==> src/rtl/segx_pkg.sv <==
package segx_pkg;
  typedef enum logic [2:0] {
    RT_BYPASS = 3'b001,
    RT_SEG    = 3'b010,
    RT_PAGED  = 3'b100
  } route_e;

  localparam logic [1:0] KIND_RD = 2'b00;
  localparam logic [1:0] KIND_WR = 2'b01;
  localparam logic [1:0] KIND_EX = 2'b10;

  localparam logic [2:0] PERM_ALL  = 3'b111;
  localparam logic [2:0] PERM_NONE = 3'b000;
endpackage

==> src/rtl/segx_base_sel.sv <==
module segx_base_sel #(
  parameter int SEG_W  = 4,
  localparam int NSEG  = 1 << SEG_W,
  localparam int HALF  = NSEG / 2,
  localparam int BANK_W = HALF * SEG_W
) (
  input  logic [SEG_W-1:0]  seg,
  input  logic [BANK_W-1:0] bank_lo,
  input  logic [BANK_W-1:0] bank_hi,
  output logic [SEG_W-1:0]  nibble
);
  logic [SEG_W-1:0] table_q [NSEG];

  for (genvar s = 0; s < NSEG; s++) begin : g_nib
    if (s < HALF) begin : g_lo
      assign table_q[s] = bank_lo[s*SEG_W +: SEG_W];
    end else begin : g_hi
      assign table_q[s] = bank_hi[(s-HALF)*SEG_W +: SEG_W];
    end
  end

  assign nibble = table_q[seg];
endmodule

==> src/rtl/segx_route.sv <==
module segx_route #(
  parameter int SEG_W = 4,
  localparam int NSEG = 1 << SEG_W
) (
  input  logic [1:0]       mode,
  input  logic [SEG_W-1:0] seg,
  input  logic [NSEG-1:0]  seg_en,
  input  logic             user,
  input  logic [1:0]       kind,
  output segx_pkg::route_e rt,
  output logic             insn
);
  import segx_pkg::*;
  logic xlat_on;
  logic seg_hit;

  assign xlat_on = |mode;
  assign seg_hit = seg_en[seg] & ~user;
  assign insn    = (kind == KIND_EX);

  always_comb begin
    if (!xlat_on)     rt = RT_BYPASS;
    else if (seg_hit) rt = RT_SEG;
    else              rt = RT_PAGED;
  end
endmodule

==> src/rtl/segx_front.sv <==
module segx_front #(
  parameter int ADDR_W = 32,
  parameter int SEG_W  = 4,
  localparam int NSEG   = 1 << SEG_W,
  localparam int BANK_W = (NSEG / 2) * SEG_W,
  localparam int OFF_W  = ADDR_W - SEG_W
) (
  input  logic              in_valid,
  output logic              in_ready,
  input  logic [ADDR_W-1:0] in_vaddr,
  input  logic [1:0]        in_kind,
  input  logic              in_user,
  input  logic [1:0]        xlat_mode,
  input  logic [NSEG-1:0]   seg_en,
  input  logic [BANK_W-1:0] base_lo,
  input  logic [BANK_W-1:0] base_hi,
  output logic              res_valid,
  input  logic              res_ready,
  output logic [ADDR_W-1:0] res_paddr,
  output logic [2:0]        res_perm,
  output logic [2:0]        route,
  output logic              tlb_valid,
  input  logic              tlb_ready,
  output logic [ADDR_W-1:0] tlb_vaddr,
  output logic [1:0]        tlb_kind,
  output logic              tlb_user,
  output logic              tlb_insn
);
  import segx_pkg::*;

  logic [SEG_W-1:0] seg_num;
  logic [SEG_W-1:0] seg_base;
  logic [OFF_W-1:0] seg_off;
  route_e           rt;

  assign seg_num = in_vaddr[ADDR_W-1 -: SEG_W];
  assign seg_off = in_vaddr[OFF_W-1:0];

  segx_base_sel #(.SEG_W(SEG_W)) u_base (
    .seg     (seg_num),
    .bank_lo (base_lo),
    .bank_hi (base_hi),
    .nibble  (seg_base)
  );

  segx_route #(.SEG_W(SEG_W)) u_route (
    .mode   (xlat_mode),
    .seg    (seg_num),
    .seg_en (seg_en),
    .user   (in_user),
    .kind   (in_kind),
    .rt     (rt),
    .insn   (tlb_insn)
  );

  always_comb begin
    unique case (rt)
      RT_BYPASS: begin
        res_paddr = in_vaddr;
        res_perm  = PERM_ALL;
      end
      RT_SEG: begin
        res_paddr = {seg_base, seg_off};
        res_perm  = PERM_ALL;
      end
      default: begin
        res_paddr = '0;
        res_perm  = PERM_NONE;
      end
    endcase
  end

  assign route     = rt;
  assign res_valid = in_valid & (rt != RT_PAGED);
  assign tlb_valid = in_valid & (rt == RT_PAGED);
  assign in_ready  = (rt == RT_PAGED) ? tlb_ready : res_ready;
  assign tlb_vaddr = in_vaddr;
  assign tlb_kind  = in_kind;
  assign tlb_user  = in_user;
endmodule

==> config.mk <==
export PLATFORM = sky130hd
export DESIGN_NAME = segx_front
export DESIGN_NICKNAME = d
export VERILOG_FILES = /design/src/rtl/segx_pkg.sv /design/src/rtl/segx_base_sel.sv /design/src/rtl/segx_route.sv /design/src/rtl/segx_front.sv
export SDC_FILE = /design/constraint.sdc
export NUM_CORES = 1
export LEC_CHECK = 0
export BUFFER_PORTS_ARGS = -buffer_cell sky130_fd_sc_hd__buf_2
export CAP_MARGIN = 30
export CORE_AREA = 2 2 76 78
export DETAILED_ROUTE_END_ITERATION = 8
export DIE_AREA = 0 0 78 80
export GPL_ROUTABILITY_DRIVEN = 0
export GPL_TIMING_DRIVEN = 0
export PLACE_DENSITY = 0.71
export SYNTH_ARGS = -nofsm -noshare
export SYNTH_HDL_FRONTEND = slang
export SYNTH_HIERARCHICAL = 1
export SYNTH_SLANG_ARGS = --single-unit
==> constraint.sdc <==
create_clock -name vclk -period 3.47
set_input_delay 0.5205 -clock vclk [all_inputs]
set_output_delay 0.5205 -clock vclk [all_outputs]
set_load 0.1 [all_outputs]
# Word level (Yosys, flattened, before mapping)
# Cells that the tools add are included.
dict set report classes {
  n_lt_le_gt_ge 2
  n_eq_ne 5
  muxes 10
  n_bitwise 5
  reduce_logical 2
}
# operator n
set ops {}
lappend ops {{$pmux W32 S2} 1}
lappend ops {{$bmux W4 S4} 1}
lappend ops {{$mux W3} 3}
lappend ops {{$mux W4} 2}
lappend ops {{$ge A5 B5 Y1 const B} 1}
lappend ops {{$lt A4 B5 Y1 const B} 1}
lappend ops {{$not A4 Y5} 1}
lappend ops {{$bmux W1 S4} 1}
lappend ops {{$reduce_or A2 Y1} 2}
lappend ops {{$and A1 B1 Y1} 3}
lappend ops {{$eq A3 B1 Y1 const B} 1}
lappend ops {{$eq A3 B2 Y1 const B} 1}
lappend ops {{$eq A3 B3 Y1 const B} 1}
lappend ops {{$ne A3 B3 Y1 const B} 1}
lappend ops {{$eq A2 B2 Y1 const B} 1}
lappend ops {{$mux W1} 2}
lappend ops {{$not A1 Y1} 1}
dict set report totals {
  regBits 0
  word_cells 24
}

# Longest topological paths before layout
dict set report depth {
  ltp_word 8
  mapped_depth 11
}

# Hierarchy
# Netlist, hierarchy kept.
# module instances cells_each area_each_um2 seq_area_each_um2
set by_module_without_submodules {}
lappend by_module_without_submodules {segx_front 1 92 718.2 0.0}
lappend by_module_without_submodules {segx_base_sel 1 39 554.3 0.0}
lappend by_module_without_submodules {segx_route 1 20 172.7 0.0}

# Worst setup path after synthesis
# Ideal clock, no wire load.
dict set report synth_path {
  path_type {input to output}
  from {in xlat_mode[1]}
  to {out res_paddr[0]}
  t_arrival_ps 5833
  t_required_ps 2949
  setup_slack_ps -2883
  cell_stages 6
  path_cell_list {nor2_1 -> a21oi_1 -> buf_4 -> xnor2_1 -> buf_2 -> nor3b_1}
}
dict set report synth_between {
  elab_chain_len 4
  elab_cells_between_ends 5
  classes_between {2 x eq/ne; 2 x mux; 1 x reduce/logical}
}
# item line_no
set synth_rtl {}
lappend synth_rtl {{start: declaration} segx_front.sv:13} ;# input logic [1:0] xlat_mode,
lappend synth_rtl {{$reduce_or A2 Y1 *} segx_route.sv:17} ;# assign xlat_on = |mode;
lappend synth_rtl {{$mux W3 *} segx_route.sv:22} ;# if (!xlat_on) rt = RT_BYPASS;
lappend synth_rtl {{net route[1]} segx_front.sv:21} ;# output logic [2:0] route,
lappend synth_rtl {{$eq A3 B2 Y1 or $eq A3 B1 Y1 (tied branches)} segx_front.sv:57} ;# unique case (rt)
lappend synth_rtl {{$pmux W32 S2 *} segx_front.sv:57}
lappend synth_rtl {{end: declaration} segx_front.sv:19} ;# output logic [ADDR_W-1:0] res_paddr,
# Mark *: on every way through the listed nets, which the timed path passes. The rest lies on a longest branch.

# Worst setup path in the final report
dict set report layout_path {
  from {in in_vaddr[28]}
  to {out res_paddr[13]}
}
dict set report layout_between {
  elab_chain_len 7
  elab_cells_between_ends 8
  classes_between {2 x eq/ne; 5 x mux; 1 x bitwise}
}
# item line_no
set layout_rtl {}
lappend layout_rtl {{start: declaration} segx_front.sv:10} ;# input logic [ADDR_W-1:0] in_vaddr,
lappend layout_rtl {{$bmux W1 S4 *} segx_route.sv:18} ;# assign seg_hit = seg_en[seg] & ~user;
lappend layout_rtl {{$mux W1 (not written as such) *} segx_route.sv:18}
lappend layout_rtl {{$and A1 B1 Y1 *} segx_route.sv:18}
lappend layout_rtl {{$mux W3 *} segx_route.sv:23} ;# else if (seg_hit) rt = RT_SEG;
lappend layout_rtl {{$mux W3 *} segx_route.sv:22}
lappend layout_rtl {{$eq A3 B2 Y1 or $eq A3 B1 Y1 (tied branches)} segx_front.sv:57}
lappend layout_rtl {{$pmux W32 S2 *} segx_front.sv:57}
# Mark *: on every way between the ends. The rest lies on a longest branch, timed or not. The select of a mux whose other input is x is not followed.

==> metrics.txt <==
Die Wd slightly below 80 µm; die area around 6200 µm²; Fin. Hold Viols 0; nets 471; Min-Delay Path Class in -> out; wirelength, routed 5510 µm; outcome finished, final reports clean; Avg Inst Size Synth 9.57 µm²; # diodes 0; Seq/Total Area, Yosys 0%; Synth top area share 25.5%; first-pass GRT wire length 7880 µm; largest net degree at the start of global routing 14; Final Cell Area ~3000 µm²; seq_cells 0; worst path cell trace buf_2, buf_8, mux4_2, o211ai_1, buf_4, a21oi_4, buf_6, xnor2_2, buf_8, buf_12, nor3b_4, buf_4; Rows 27; setup violators final 0; Iteration-0 DRC Markers 33; post-placement cell area ~2900 µm²; worst hold stages 3; most common cell in the netlist buf_4; post-detail-place hpwl about 5000 µm; Netlist cell types 25; Pwr Total 0.835 mW; Slowest cell on crit path mux4_2; Core ar. 5410 µm²; critical path type in -> out; total iterations of the first detailed-routing run 4; CP arrival 2870 ps; critical path startpoint in_vaddr[28]; Residual DRC 0; Max FO, Critical Path 10; cell taking the most area after synthesis mux4_1; Mapped Cells 151; RSZ-0062 raised after global routing true; Critical Path Start Type input pin; Hold EP tlb_insn; via count around 1,900; number of global-route vias before repair 1,815; Die Y 80 µm; overall routing resource usage 15.2%; port bufs slightly below 200; Post-Syn Nets about 270; GRT overflow 0; Cell Pwr Density 276 nW/µm²; Wirelength per Cell between 10 and 15 µm; max cap viols 0; WHS 1440 ps; sequential cell area 0 µm²; Boundary Pins a little under 200; ranking of synthesized cells by area mux4_1, buf_4, nor3b_1; synth cell count leaders buf_4, nor3b_1, mux4_1, nor3b_2; static leakage 1.60 nW; max incr delay on CP 490 ps; VDD IR-drop max 0.164 mV; Starting Density 26.7%; cts hold-fix bufs 0; Post-Syn Area around 1400 µm²; Rel. slew slack 66.8%; min Tclk post-route 3390 ps; Slew @ Worst Pin 502 ps; layout cells sized above 1 a little over four fifths; Tcrit/Tclk final 97.7%; Hold Crit Start in_kind[0]; synth warn 6; initial antenna violation count 0; worst path required time 2950 ps; Slew Limit Fails 0; Routed Antenna Nets 0; CP endpoint kind output pin; Fmax 0.295 GHz; Layout clock buffers 0; Area growth, synth to finish 109%; Via density between 4 and 5
## what timing repair did
action	4_1_cts	5_1_grt
setup buffers	0	1
pin swaps	1	2
hold endpoints to repair	0	0
endpoints found under the setup margin	31	17
gates resized for setup	31	10
## stage by stage
step / setup TNS, ps / utilization [%] / instances / worst slack [ps]
after global placement: -1680 / 53.5 / 420 / -168
after CTS: 0 / 55.0 / 420 / 34.6
after floorplan: -6060 / - / 151 / -255
after global routing: -1040 / 55.9 / 421 / -67.3
final: 0 / 55.9 / 421 / 79.8
after detailed placement: -2450 / 53.5 / 420 / -176
## cells in the final DEF (no fill, tap or decap), types with 2 or more instances in the layout
cell	count
a21oi_2	4
a22oi_1	6
buf_12	4
buf_2	175
buf_4	54
buf_6	9
buf_8	4
clkbuf_4	2
inv_1	2
mux2i_1	4
mux4_1	14
mux4_2	4
nand2_1	4
nand3_1	8
nand3b_1	8
nor2_1	3
nor2_4	2
nor2b_1	4
nor3b_4	28
## where the power goes
part	leakage, nW	total, mW	switching (mW)	internal (mW)
Combinational	1.60	0.835	0.583	0.252
Clock	0	0	0	0
Sequential	0	0	0	0
Total	1.60	0.835	0.583	0.252
## critical path, delay by kind of cell
kind / cells / cell delay [ps]
AO/OA/AOI/OAI: 2 / 280
XOR/XNOR: 1 / 140
buffers and inverters: 7 / 1250
multiplexers: 1 / 490
AND/OR/NAND/NOR: 1 / 170
## cells by family (layout without fill, tap and decap cells)
| kind of cell | Yosys count | count (layout) | share of synthesized area, % |
|---|---|---|---|
| AND/OR/NAND/NOR | 61 | 61 | 30.7 |
| buffers and inverters | 53 | 251 | 27.4 |
| multiplexers | 23 | 23 | 35.2 |
| AO/OA/AOI/OAI | 13 | 13 | 5.97 |
| XOR/XNOR | 1 | 1 | 0.606 |
## worst max path at each step
stage	endpoint	cells after the start	slack (ps)
CTS	in_ready	9	30
global placement	in_ready	9	-170
finish	res_paddr[13]	12	80
floorplan	res_paddr[10]	9	-250
global route	res_paddr[3]	11	-70
detailed placement	in_ready	9	-180
## final cells by class
type	count	area, µm²
tap	72	90.1
fill	505	2380
buffer	51	447
inverter	2	7.51
multi-input combinational	98	1380
timing repair buffer	198	1090
## per-layer routing
layer,GRT usage (%),up-vias,part of all wire (%)
met5,0,-,0
met4,0.877,0,0.53
met3,1.70,4,9.0
met2,34.6,120,58
met1,14.8,852,33
li1,-,941,-
Power figures use the tool's default switching activity.
